## src/rtl/cordic_serial_pkg.sv

```systemverilog
package cordic_serial_pkg;

  // arctangent of 2^-i, rounded to frac fractional bits, from a 2^40 scaled
  // power series (pi/4 supplied directly for i = 0)
  function automatic longint atan_q(input int i, input int frac);
    longint acc;
    longint term;
    int     sh;
    acc = 0;
    if (i == 0) begin
      acc = 64'sd863554413092;
    end else begin
      for (int n = 0; n < 21; n++) begin
        sh = i * (2 * n + 1);
        if (sh <= 40) begin
          term = (longint'(1) <<< (40 - sh)) / longint'(2 * n + 1);
          if (n % 2 == 1) acc = acc - term;
          else            acc = acc + term;
        end
      end
    end
    return (acc + (longint'(1) <<< (39 - frac))) >>> (40 - frac);
  endfunction

endpackage

```

## src/rtl/cordic_serial_addsub.sv

```systemverilog
module cordic_serial_addsub (
  input  logic clk,
  input  logic rst_n,
  input  logic en,
  input  logic first,
  input  logic sub,
  input  logic a,
  input  logic b,
  output logic s
);
  logic carry_q;
  logic cin;
  logic bx;

  // carry seeded with sub at the first bit: a + ~b + 1 for subtraction
  assign cin = first ? sub : carry_q;
  assign bx  = b ^ sub;
  assign s   = a ^ bx ^ cin;

  always_ff @(posedge clk or negedge rst_n) begin
    if (!rst_n)  carry_q <= 1'b0;
    else if (en) carry_q <= (a & bx) | (a & cin) | (bx & cin);
  end
endmodule

```

## src/rtl/cordic_word_store.sv

```systemverilog
module cordic_word_store #(
  parameter int W = 16
) (
  input  logic         clk,
  input  logic         rst_n,
  input  logic         load,
  input  logic [W-1:0] load_val,
  input  logic         shift,
  input  logic         last,
  input  logic         new_bit,
  output logic [W-1:0] word,
  output logic         sign
);
  // new bits enter at the top; after k shifts, word[j] holds old bit j+k
  // for j < W-k, which is what the read tap relies on
  always_ff @(posedge clk or negedge rst_n) begin
    if (!rst_n) begin
      word <= '0;
      sign <= 1'b0;
    end else if (load) begin
      word <= load_val;
      sign <= load_val[W-1];
    end else if (shift) begin
      word <= {new_bit, word[W-1:1]};
      if (last) sign <= new_bit;
    end
  end
endmodule

```

## src/rtl/cordic_tap_sel.sv

```systemverilog
module cordic_tap_sel #(
  parameter int W  = 16,
  parameter int KW = 4,
  parameter int IW = 4
) (
  input  logic [W-1:0]  word,
  input  logic          sign,
  input  logic [KW-1:0] k,
  input  logic [IW-1:0] sh,
  output logic          bit_o
);
  always_comb begin
    if (int'(k) + int'(sh) >= W) bit_o = sign;
    else                         bit_o = word[sh];
  end
endmodule

```

## src/rtl/cordic_atan_seq.sv

```systemverilog
module cordic_atan_seq #(
  parameter int W  = 16,
  parameter int N  = 14,
  parameter int KW = 4,
  parameter int IW = 4
) (
  input  logic [IW-1:0] iter,
  input  logic [KW-1:0] k,
  output logic          bit_o
);
  import cordic_serial_pkg::*;
  localparam int FRAC = W - 3;

  logic [W-1:0] rom [N];

  for (genvar g = 0; g < N; g++) begin : g_rom
    localparam longint AV = atan_q(g, FRAC);
    assign rom[g] = AV[W-1:0];
  end

  assign bit_o = rom[iter][k];
endmodule

```

## src/rtl/cordic_serial_rot.sv

```systemverilog
module cordic_serial_rot #(
  parameter int W = 16,
  parameter int N = 14
) (
  input  logic         clk,
  input  logic         rst_n,
  input  logic         in_valid,
  output logic         in_ready,
  input  logic [W-1:0] in_x,
  input  logic [W-1:0] in_y,
  input  logic [W-1:0] in_z,
  output logic         out_done,
  output logic [W-1:0] out_x,
  output logic [W-1:0] out_y
);
  localparam int KW = $clog2(W);
  localparam int IW = (N > 1) ? $clog2(N) : 1;

  logic          busy;
  logic          done_q;
  logic [KW-1:0] k;
  logic [IW-1:0] iter;
  logic          accept, first, last;

  logic [W-1:0]  x_word, y_word, z_word;
  logic          x_sign, y_sign, z_sign;
  logic          x_tap, y_tap, a_bit;
  logic          x_new, y_new, z_new;

  assign accept   = in_valid & ~busy;
  assign first    = (k == '0);
  assign last     = (k == KW'(W - 1));
  assign in_ready = ~busy;
  assign out_done = done_q;
  assign out_x    = x_word;
  assign out_y    = y_word;

  // iteration control: W clocks per pass, N passes, strictly in sequence
  always_ff @(posedge clk or negedge rst_n) begin
    if (!rst_n) begin
      busy   <= 1'b0;
      done_q <= 1'b0;
      k      <= '0;
      iter   <= '0;
    end else begin
      done_q <= 1'b0;
      if (accept) begin
        busy <= 1'b1;
        k    <= '0;
        iter <= '0;
      end else if (busy) begin
        if (last) begin
          k <= '0;
          if (iter == IW'(N - 1)) begin
            busy   <= 1'b0;
            done_q <= 1'b1;
          end else begin
            iter <= iter + IW'(1);
          end
        end else begin
          k <= k + KW'(1);
        end
      end
    end
  end

  cordic_word_store #(.W(W)) u_xs (
    .clk(clk), .rst_n(rst_n), .load(accept), .load_val(in_x), .shift(busy),
    .last(last), .new_bit(x_new), .word(x_word), .sign(x_sign));
  cordic_word_store #(.W(W)) u_ys (
    .clk(clk), .rst_n(rst_n), .load(accept), .load_val(in_y), .shift(busy),
    .last(last), .new_bit(y_new), .word(y_word), .sign(y_sign));
  cordic_word_store #(.W(W)) u_zs (
    .clk(clk), .rst_n(rst_n), .load(accept), .load_val(in_z), .shift(busy),
    .last(last), .new_bit(z_new), .word(z_word), .sign(z_sign));

  cordic_tap_sel #(.W(W), .KW(KW), .IW(IW)) u_xtap (
    .word(x_word), .sign(x_sign), .k(k), .sh(iter), .bit_o(x_tap));
  cordic_tap_sel #(.W(W), .KW(KW), .IW(IW)) u_ytap (
    .word(y_word), .sign(y_sign), .k(k), .sh(iter), .bit_o(y_tap));

  cordic_atan_seq #(.W(W), .N(N), .KW(KW), .IW(IW)) u_atan (
    .iter(iter), .k(k), .bit_o(a_bit));

  // z_sign holds the sign of Z for the whole pass; 0 means d = +1
  cordic_serial_addsub u_xadd (
    .clk(clk), .rst_n(rst_n), .en(busy), .first(first), .sub(~z_sign),
    .a(x_word[0]), .b(y_tap), .s(x_new));
  cordic_serial_addsub u_yadd (
    .clk(clk), .rst_n(rst_n), .en(busy), .first(first), .sub(z_sign),
    .a(y_word[0]), .b(x_tap), .s(y_new));
  cordic_serial_addsub u_zadd (
    .clk(clk), .rst_n(rst_n), .en(busy), .first(first), .sub(~z_sign),
    .a(z_word[0]), .b(a_bit), .s(z_new));
endmodule

```

## config.mk

```make
export PLATFORM = sky130hd
export DESIGN_NAME = cordic_serial_rot
export DESIGN_NICKNAME = d
export VERILOG_FILES = /design/src/rtl/cordic_serial_pkg.sv /design/src/rtl/cordic_serial_addsub.sv /design/src/rtl/cordic_word_store.sv /design/src/rtl/cordic_tap_sel.sv /design/src/rtl/cordic_atan_seq.sv /design/src/rtl/cordic_serial_rot.sv
export SDC_FILE = /design/constraint.sdc
export NUM_CORES = 1
export LEC_CHECK = 0
export ABC_AREA = 1
export ABC_CLOCK_PERIOD_IN_PS = 3400
export BUFFER_PORTS_ARGS = -buffer_cell sky130_fd_sc_hd__buf_4
export CORE_MARGIN = 3
export CORE_UTILIZATION = 43
export CTS_CLUSTER_SIZE = 40
export DETAILED_ROUTE_END_ITERATION = 8
export GPL_TIMING_DRIVEN = 0
export PLACE_DENSITY_LB_ADDON = 0.12
export SLEW_MARGIN = 10
export SYNTH_ARGS = -nofsm -noshare
export SYNTH_HDL_FRONTEND = slang
export SYNTH_HIERARCHICAL = 1
export SYNTH_SLANG_ARGS = --single-unit
```

## constraint.sdc

```tcl
create_clock -name clk -period 3.4 [get_ports clk]
set_clock_uncertainty 0.1 [all_clocks]
set_input_delay 0.51 -clock clk [delete_from_list [all_inputs] [get_ports clk]]
set_output_delay 0.51 -clock clk [all_outputs]
set_load 0.1 [all_outputs]
```

==> flow_metrics.py, run 1 <==
metrics = {
    "synth": {
        "ys_types": 26,
        "syn_inst": 616,
        "synth_top_cell_by_area": "dfrtp_1",
        "syn_nets": 686,
        "ys_seq_area_share_pct": 37.72,
        "synth_top_area_share_pct": 37.72,
        "synth_area_um2": 4245,
        "synth_warnings": 6,
        "synth.avg_cell_area_um2": 6.892,
        "netlist_top_cells_area": "dfrtp_1 38%, nand2_1 24%, nand3_1 11%, inv_1 7.9%, ha_1 4.7%",
        "synth-seq-cells": 64,
    },
    "detailed_routing": {
        "drt_wl_total_mm": 10.51,
        "wire_per_inst_um": 12.44,
        "drtIter0Drc": 111,
        "ant_nets": 0,
        "drcViolationCount": 0,
        "dr_total_vias": 4059,
        "drt_pass1_iterations": 4,
        "vias_per_cell": 4.804,
    },
    "clock_tree": {
        "clock_latency_ns": 0.35,
        "cts_num_sinks": 64,
        "cts_hold_buf": 0,
        "post_cts_buffers": 0,
        "cts_buffers": 9,
        "cts_tree": "yes",
        "htreeDepth": 3,
        "clk_pin_slew_worst_paths_ns": 0.08,
        "clockBufferDepth": 2,
        "root_buffer": "clkbuf_8",
    },
    "critical_path": {
        "crit_fanout": 13,
        "cp.arrival_ns": 3.14,
        "crit_slowest_cell": "dfrtp_1",
        "critPathCaptureType": "flip-flop",
        "critPathKind": "reg -> reg",
        "critPathLaunchType": "flip-flop",
        "worst_ep_required_time_ns": 3.54,
        "ff2ff_path_depth": 18,
        "crit_chain": "inv_1, ha_1, inv_1, nor2_1, o21ai_0, nand2_1, nand3_1, nand3_1, nand2_1, inv_1, nand2_1, nand2_1, fa_1, inv_1, nand2_1, nand2_1, nand2_1, nand2_1",
        "worst_path_most_repeated_cell": "nand2_1",
        "r2r_slack_ns": 0.40,
        "slowest_delay_ns": 0.65,
    },
    "finish": {
        "syn_to_final_growth_pct": 23.17,
        "antenna_cells": 0,
        "final_common_cell": "nand2_1",
        "final_cell_mix": "277 x nand2_1, 90 x nand3_1, 89 x inv_1",
        "final_nets": 781,
        "drive_gt1_share_pct": 19.69,
        "design_area_um2": 5229,
    },
    "global_route": {
        "grt_pass1_vias": 3846,
        "grt_overflow": 0,
        "antenna_found_initial": 0,
        "grt_use_total_pct": 19.29,
        "grt_max_degree": 65,
        "grt_first_pass_wirelength_mm": 17.75,
    },
    "timing": {
        "fin_tns_setup_ns": 0,
        "maxSlewHeadroom_pct": 43.45,
        "worst_slew_pin_slew_ns": 0.8482,
        "rsz0062_at_grt": "no",
        "hold_viol": 0,
        "setup_violations": 0,
        "slew_viol_final": 0,
        "finalCriticalPeriod_ns": 3.004,
        "fmax_ghz": 0.3329,
        "fin_crit_sh_pct": 88.34,
    },
    "status": {
        "status": "finished clean",
    },
    "placed_design": {
        "gp_congestion": 0.7994,
        "place_hpwl_mm": 7.292,
        "io_buffers": 84,
        "placed_area_um2": 5037,
    },
    "floorplanning": {
        "die_area_um2": 11100,
        "initial_utilization_pct": 45.09,
        "rows": 35,
        "io_pins": 85,
        "core_area_um2": 9415,
        "die_w_um": 105.4,
        "fp.dieH_um": 105.4,
    },
    "run": {
        "drv_cap": 0,
    },
    "worst_hold_path": {
        "hp-class": "in -> async",
    },
}
cell type report:
| cell class | instances | area (um^2) |
|---|---|---|
| Fill cell | 928 | 4187 |
| Multi-Input combinational cell | 442 | 2130 |
| Sequential cell | 64 | 1604 |
| Timing Repair Buffer | 84 | 630.6 |
| Inverter | 96 | 375.4 |
| Tap cell | 129 | 161.4 |
| Buffer | 14 | 138.9 |
| Clock buffer | 11 | 131.4 |
| Clock inverter | 5 | 57.56 |
cell usage after synthesis:
master / count
dfrtp_1: 64
o211ai_1: 1
xor2_1: 1
inv_2: 5
inv_8: 2
o21bai_2: 2
a31oi_1: 3
nand4_1: 3
nor2_4: 6
nand2_2: 5
a21o_1: 2
nor2_1: 10
inv_1: 89
xnor2_1: 1
nand3_1: 90
nand2b_1: 2
buf_6: 11
a21oi_1: 3
nor2_2: 2
nand3_2: 5
ha_1: 16
o21ai_0: 8
o22ai_1: 2
fa_1: 3
buf_2: 3
nand2_1: 277
per-stage QoR:
stage	util [%]	cells	hold slack, ns	setup WS, ns
floorplan	-	616	0.1144	0.6027
global placement	53.50	829	0.3565	0.2344
detailed placement	53.50	829	0.3584	0.2228
CTS	55.51	845	0.1901	0.1957
global route	55.53	845	0.2174	0.1137
finish	55.53	845	0.1620	0.3963
state kept, by name (all words and copies together) (netlist names):
signal and count:
u_xadd/carry_q 1, u_ys/sign 1, k 4, u_yadd/carry_q 1, iter 4, busy 1
out_done 1, u_zs/sign 1, u_zadd/carry_q 1, u_xs/sign 1, u_zs/word 16, u_ys/word 16
u_xs/word 16
cells by family (layout without fill, tap and decap cells):
| logic type | count (synthesis) | count (layout) | share of synthesized area, % |
|---|---|---|---|
| fa+ha+maj | 19 | 19 | 6.130 |
| compound gates | 21 | 21 | 3.094 |
| xor+xnor | 2 | 2 | 0.4127 |
| flops | 64 | 64 | 37.72 |
| buf+inv | 110 | 210 | 12.11 |
| simple gates | 400 | 400 | 40.52 |
layer usage:
layer  wire length, um  part of all wire, %  up-vias  GRT usage [%]
met3               492                  4.7        4          3.858
met5                 0                    0        -              0
met4                40                 0.38        0          4.686
li1                  -                    -     2087              -
met1              4824                   46     1882          24.98
met2              5155                   49       86          33.06
critical path, delay by kind of cell (launching register included):
kind / cells / cell delay [ns]
fa+ha+maj: 2 / 0.84
simple gates: 11 / 0.73
flops: 1 / 0.65
buf+inv: 4 / 0.39
compound gates: 1 / 0.19
worst paths after layout:
check	startpoint	end
max in group asynchronous	rst_n	iter[1]$_DFFE_PN0P_
hold reg to reg	u_xadd/carry_q$_DFFE_PN0P_	u_xadd/carry_q$_DFFE_PN0P_
min in group clk	in_z[4]	u_zs/word[4]$_DFFE_PN0P_
hold / removal	rst_n	u_ys/word[4]$_DFFE_PN0P_
setup reg to reg	iter[0]$_DFFE_PN0P_	u_zs/word[15]$_DFFE_PN0P_
setup / recovery	iter[0]$_DFFE_PN0P_	u_zs/word[15]$_DFFE_PN0P_
what timing repair did:
action,in CTS,in global routing
resized for setup,0,1
setup endpoints to repair,0,2
endpoints found under the hold margin,0,0
Power of run 1 is left out: the tool's default activity adds up to more than one toggle a clock period on the data nets, which glitch-free logic cannot reach.
==> run 2, diff against run 1 <==
--- a/config.mk
+++ b/config.mk
@@ -6,7 +6,7 @@
 export NUM_CORES = 1
 export LEC_CHECK = 0
 export ABC_AREA = 1
-export ABC_CLOCK_PERIOD_IN_PS = 3400
+export ABC_CLOCK_PERIOD_IN_PS = 3600
 export BUFFER_PORTS_ARGS = -buffer_cell sky130_fd_sc_hd__buf_4
 export CORE_MARGIN = 3
 export CORE_UTILIZATION = 43
==> constraint.sdc (replaced) <==
create_clock -name clk -period 3.6 [get_ports clk]
set_clock_uncertainty 0.1 [all_clocks]
set_input_delay 0.54 -clock clk [delete_from_list [all_inputs] [get_ports clk]]
set_output_delay 0.54 -clock clk [all_outputs]
set_load 0.1 [all_outputs]
==> run 2 against run 1 <==
Global-route usage did not move. Sequential share of layout area barely moved. Maximum frequency fell by 6.7%. Critical path depth did not move. Cell area barely moved. Sequential cell count did not move. Hold slack improved by 0.024 ns. First-iteration DRC count fell by 4.5%. Worst setup slack got worse by 0.017 ns. Die area did not move. Routed wire length fell by 0.28%. Via count rose by 0.54%. Critical endpoint unchanged. Largest cell class unchanged.
==> flow_metrics.py, run 2 (synthesis results as in run 1) <==
metrics = {
    "detailed_routing": {
        "drt_pass1_iterations": 4,
        "wire_per_inst_um": 12.41,
        "drcViolationCount": 0,
        "dr_total_vias": 4081,
        "vias_per_cell": 4.830,
        "ant_nets": 0,
        "drtIter0Drc": 106,
        "drt_wl_total_mm": 10.48,
    },
    "clock_tree": {
        "cts_buffers": 9,
        "root_buffer": "clkbuf_8",
        "htreeDepth": 3,
        "clk_pin_slew_worst_paths_ns": 0.08,
        "cts_hold_buf": 0,
        "cts_num_sinks": 64,
        "post_cts_buffers": 0,
        "clock_latency_ns": 0.35,
        "cts_tree": "yes",
        "post_cts_resized": 0,
        "clockBufferDepth": 2,
    },
    "critical_path": {
        "critPathCaptureType": "flip-flop",
        "worst_ep_required_time_ns": 3.74,
        "critPathLaunchType": "flip-flop",
        "critPathKind": "reg -> reg",
        "crit_fanout": 22,
        "cp.arrival_ns": 3.36,
    },
    "timing": {
        "hold_ws_ns": 0.1857,
        "fin_tns_setup_ns": 0,
        "fin_crit_sh_pct": 89.46,
        "setup_violations": 0,
        "hold_viol": 0,
        "maxSlewHeadroom_pct": 43.98,
        "fmax_ghz": 0.3105,
        "rsz0062_at_grt": "no",
        "slew_viol_final": 0,
        "worst_slew_pin_slew_ns": 0.8403,
        "finalCriticalPeriod_ns": 3.220,
    },
    "global_route": {
        "grt_pass1_vias": 3846,
        "grt_use_total_pct": 19.29,
        "grt_overflow": 0,
        "antenna_found_initial": 0,
        "grt_first_pass_wirelength_mm": 17.75,
        "grt_max_degree": 65,
    },
    "floorplanning": {
        "io_pins": 85,
        "core_area_um2": 9415,
        "fp.dieH_um": 105.4,
        "die_w_um": 105.4,
        "rows": 35,
        "initial_utilization_pct": 45.09,
        "die_area_um2": 11100,
    },
    "finish": {
        "drive_gt1_share_pct": 19.55,
        "syn_to_final_growth_pct": 23.14,
        "final_cell_mix": "277 x nand2_1, 90 x nand3_1, 89 x inv_1",
        "largestRegisters": "u_xs/word: 16 flops, u_ys/word: 16 flops, u_zs/word: 16 flops",
        "antenna_cells": 0,
        "design_area_um2": 5228,
        "final_common_cell": "nand2_1",
        "final_nets": 781,
        "finish.utilization_pct": 55.52,
    },
    "run": {
        "drv_cap": 0,
    },
    "placed_design": {
        "place_hpwl_mm": 7.292,
        "placed_area_um2": 5037,
        "io_buffers": 84,
        "gp_congestion": 0.7994,
    },
    "worst_hold_path": {
        "hp-class": "in -> async",
    },
    "status": {
        "status": "finished clean",
    },
}
[run 2: cell counts in the layout (fill, tap and decap cells not counted)]
No cell type changed its count.
[run 2: final cells by class]
type | instances | area, um^2
fillers | 929 | 4188
multi-input cells | 442 | 2130
flip-flops and latches | 64 | 1603
repair buffers | 84 | 630.6
inverters | 96 | 375.4
well taps | 129 | 161.4
plain buffers | 14 | 138.9
clock buffers | 11 | 131.4
clock inverters | 5 | 57.56
[run 2: path summary, 6_finish.rpt]
| path | startpoint | to | depth (start not counted) | slack (ns) |
|---|---|---|---|---|
| setup / recovery | iter[1]$_DFFE_PN0P_ | u_zs/word[15]$_DFFE_PN0P_ | 18 | 0.38 |
| hold / removal | rst_n | u_ys/word[4]$_DFFE_PN0P_ | 1 | 0.19 |
| setup reg to reg | iter[1]$_DFFE_PN0P_ | u_zs/word[15]$_DFFE_PN0P_ | 18 | 0.38 |
| hold reg to reg | u_xadd/carry_q$_DFFE_PN0P_ | u_xadd/carry_q$_DFFE_PN0P_ | 2 | 0.37 |
| max in group asynchronous | rst_n | busy$_DFF_PN0_ | 1 | 2.63 |
| min in group clk | in_z[4] | u_zs/word[4]$_DFFE_PN0P_ | 3 | 0.30 |
[run 2: metrics by stage]
| stage | cells | setup WS [ns] |
|---|---|---|
| global placement | 829 | 0.4344 |
| global route | 845 | 0.06885 |
| detailed placement | 829 | 0.4228 |
| CTS | 845 | 0.3957 |
| floorplan | 616 | 0.8027 |
| finish | 845 | 0.3796 |
[run 2: critical path: stages, from the launching register on]
cell     delay [ns]
dfrtp_1        0.82
inv_1          0.22
ha_1           0.33
inv_1          0.11
nor2_1         0.05
o21ai_0        0.19
nand2_1        0.07
nand3_1        0.07
nand3_1        0.08
nand2_1        0.10
inv_1          0.05
nand2_1        0.05
nand2_1        0.06
fa_1           0.51
inv_1          0.04
nand2_1        0.05
nand2_1        0.08
nand2_1        0.07
nand2_1        0.05
[run 2: routing by layer]
metal | share of wire [%] | global-route usage, %
met1 | 46 | 24.98
met2 | 49 | 33.06
met3 | 4.6 | 3.858
met4 | 0.48 | 4.686
met5 | 0 | 0
Power of run 2 is left out for the same reason.
==> run 3, diff against run 2 <==
--- a/config.mk
+++ b/config.mk
@@ -14,6 +14,8 @@
 export DETAILED_ROUTE_END_ITERATION = 8
 export GPL_TIMING_DRIVEN = 0
 export PLACE_DENSITY_LB_ADDON = 0.12
+export RECOVER_POWER = 50
+export SKIP_LAST_GASP = 1
 export SLEW_MARGIN = 10
 export SYNTH_ARGS = -nofsm -noshare
 export SYNTH_HDL_FRONTEND = slang
==> run 3 against run 2 <==
The run now ends with max-capacitance violations, max-slew violations left. Non-clock buffer count unchanged. Critical path type unchanged. Critical endpoint unchanged. Largest cell class unchanged. Critical path depth unchanged. First-iteration DRC count up 19%.
==> flow_metrics.py, run 3 (synthesis results as in run 1) <==
metrics = {
    "timing": {
        "maxSlewHeadroom_pct": -11.02,
        "slew_viol_final": 65,
        "setup_violations": 0,
        "fin_tns_setup_ns": 0,
        "hold_viol": 0,
        "fmax_ghz": 0.3099,
        "fin_crit_sh_pct": 89.64,
        "rsz0062_at_grt": "no",
        "worst_slew_pin_slew_ns": 1.665,
        "finalCriticalPeriod_ns": 3.227,
    },
    "floorplanning": {
        "initial_utilization_pct": 45.09,
        "die_area_um2": 11100,
        "core_area_um2": 9415,
        "io_pins": 85,
        "rows": 35,
        "fp.dieH_um": 105.4,
        "die_w_um": 105.4,
    },
    "clock_tree": {
        "cts_tree": "yes",
        "cts_num_sinks": 64,
        "root_buffer": "clkbuf_8",
        "cts_hold_buf": 0,
        "post_cts_resized": 0,
        "post_cts_buffers": 0,
        "cts_buffers": 9,
        "htreeDepth": 3,
        "clockBufferDepth": 2,
        "clock_latency_ns": 0.34,
        "clk_pin_slew_worst_paths_ns": 0.08,
    },
    "detailed_routing": {
        "drtIter0Drc": 126,
        "drcViolationCount": 0,
        "drt_wl_total_mm": 10.49,
        "dr_total_vias": 4093,
        "wire_per_inst_um": 12.41,
        "drt_pass1_iterations": 4,
        "ant_nets": 0,
        "vias_per_cell": 4.844,
    },
    "critical_path": {
        "crit_chain": "inv_1, ha_1, inv_1, nor2_1, o21ai_0, nand2_1, nand3_1, nand3_1, nand2_1, inv_1, nand2_1, nand2_1, fa_1, inv_1, nand2_1, nand2_1, nand2_1, nand2_1",
        "crit_fanout": 22,
        "critPathKind": "reg -> reg",
        "crit_slowest_cell": "dfrtp_1",
        "cp.arrival_ns": 3.36,
        "critPathCaptureType": "flip-flop",
        "slowest_delay_ns": 0.82,
        "worstReg2RegStart": "iter[1]$_DFFE_PN0P_",
        "critPathLaunchType": "flip-flop",
        "r2r_end": "u_zs/word[15]$_DFFE_PN0P_",
        "r2r_slack_ns": 0.37,
        "ff2ff_path_depth": 18,
        "worst_ep_required_time_ns": 3.73,
        "crit_family": "adder cells",
        "crit_buf_inv": 4,
        "worst_path_most_repeated_cell": "nand2_1",
    },
    "finish": {
        "fillers": 944,
        "drive_gt1_share_pct": 17.60,
        "final_nets": 781,
        "final_common_cell": "nand2_1",
        "syn_to_final_growth_pct": 21.90,
        "largestRegisters": "u_xs/word: 16 flops, u_ys/word: 16 flops, u_zs/word: 16 flops",
        "final_cell_mix": "277 x nand2_1, 90 x nand3_1, 89 x inv_1",
        "antenna_cells": 0,
    },
    "worst_hold_path": {
        "holdPathStages": 3,
        "holdPathEnd": "u_zs/word[4]$_DFFE_PN0P_",
        "min_from": "in_z[4]",
        "hp-class": "in -> reg",
    },
    "placed_design": {
        "gp_congestion": 0.7994,
        "place_hpwl_mm": 7.292,
        "io_buffers": 84,
    },
    "global_route": {
        "grt_overflow": 0,
        "antenna_found_initial": 0,
        "grt_max_degree": 65,
        "grt_first_pass_wirelength_mm": 17.75,
        "grt_pass1_vias": 3846,
        "grt_use_total_pct": 19.29,
    },
    "status": {
        "status": "finished, violations left",
        "violations": "max-capacitance violations, max-slew violations",
    },
    "run": {
        "drv_cap": 1,
    },
}
==> run 3: worst max path at each step <==
stage | from | end | slack (ns) | cells after the start
2_1_floorplan | busy$_DFF_PN0_ | u_xs/word[4]$_DFFE_PN0P_ | 0.80 | 8
3_3_place_gp | iter[1]$_DFFE_PN0P_ | u_zs/word[15]$_DFFE_PN0P_ | 0.43 | 18
3_5_place_dp | iter[1]$_DFFE_PN0P_ | u_zs/word[15]$_DFFE_PN0P_ | 0.42 | 18
4_1_cts | iter[1]$_DFFE_PN0P_ | u_zs/word[15]$_DFFE_PN0P_ | 0.40 | 18
5_1_grt | iter[1]$_DFFE_PN0P_ | u_zs/word[15]$_DFFE_PN0P_ | 0.07 | 18
6_report | iter[1]$_DFFE_PN0P_ | u_zs/word[15]$_DFFE_PN0P_ | 0.37 | 18
==> run 3: routing by layer <==
metal | share of wire (%) | global-route usage [%]
met3 | 5.3 | 3.858
met4 | 0.71 | 4.686
met1 | 45 | 24.98
met5 | 0 | 0
met2 | 49 | 33.06
==> run 3: worst reg2reg max path: stages (launching register included) <==
cell and delay, ns:
dfrtp_1 0.82, inv_1 0.22, ha_1 0.33, inv_1 0.12, nor2_1 0.05, o21ai_0 0.19, nand2_1 0.07, nand3_1 0.07
nand3_1 0.08, nand2_1 0.10, inv_1 0.05, nand2_1 0.05, nand2_1 0.06, fa_1 0.51, inv_1 0.04, nand2_1 0.05
nand2_1 0.08, nand2_1 0.07, nand2_1 0.05
==> run 3: stage by stage <==
step / cell area [um^2] / std cells / setup slack, ns / hold WS, ns / util, %
finish: 5175 / 845 / 0.3729 / 0.3100 / 54.96
global route: 5175 / 845 / 0.06854 / 0.2994 / 54.96
CTS: 5226 / 845 / 0.3957 / 0.2201 / 55.51
detailed placement: 5037 / 829 / 0.4228 / 0.3584 / 53.50
global placement: 5037 / 829 / 0.4344 / 0.3565 / 53.50
floorplan: 4245 / 616 / 0.8027 / 0.1444 / -
==> run 3: area by class of cell <==
class	instances	area, um^2	share of cell area [%]
multi-input combinational	442	2130	41.15
sequential	64	1602	30.95
timing repair buffer	84	579.3	11.19
inverter	96	375.4	7.253
tap	129	161.4	3.119
buffer	14	138.9	2.684
clock buffer	11	131.4	2.539
clock inverter	5	57.56	1.112
Power of run 3 is left out for the same reason.
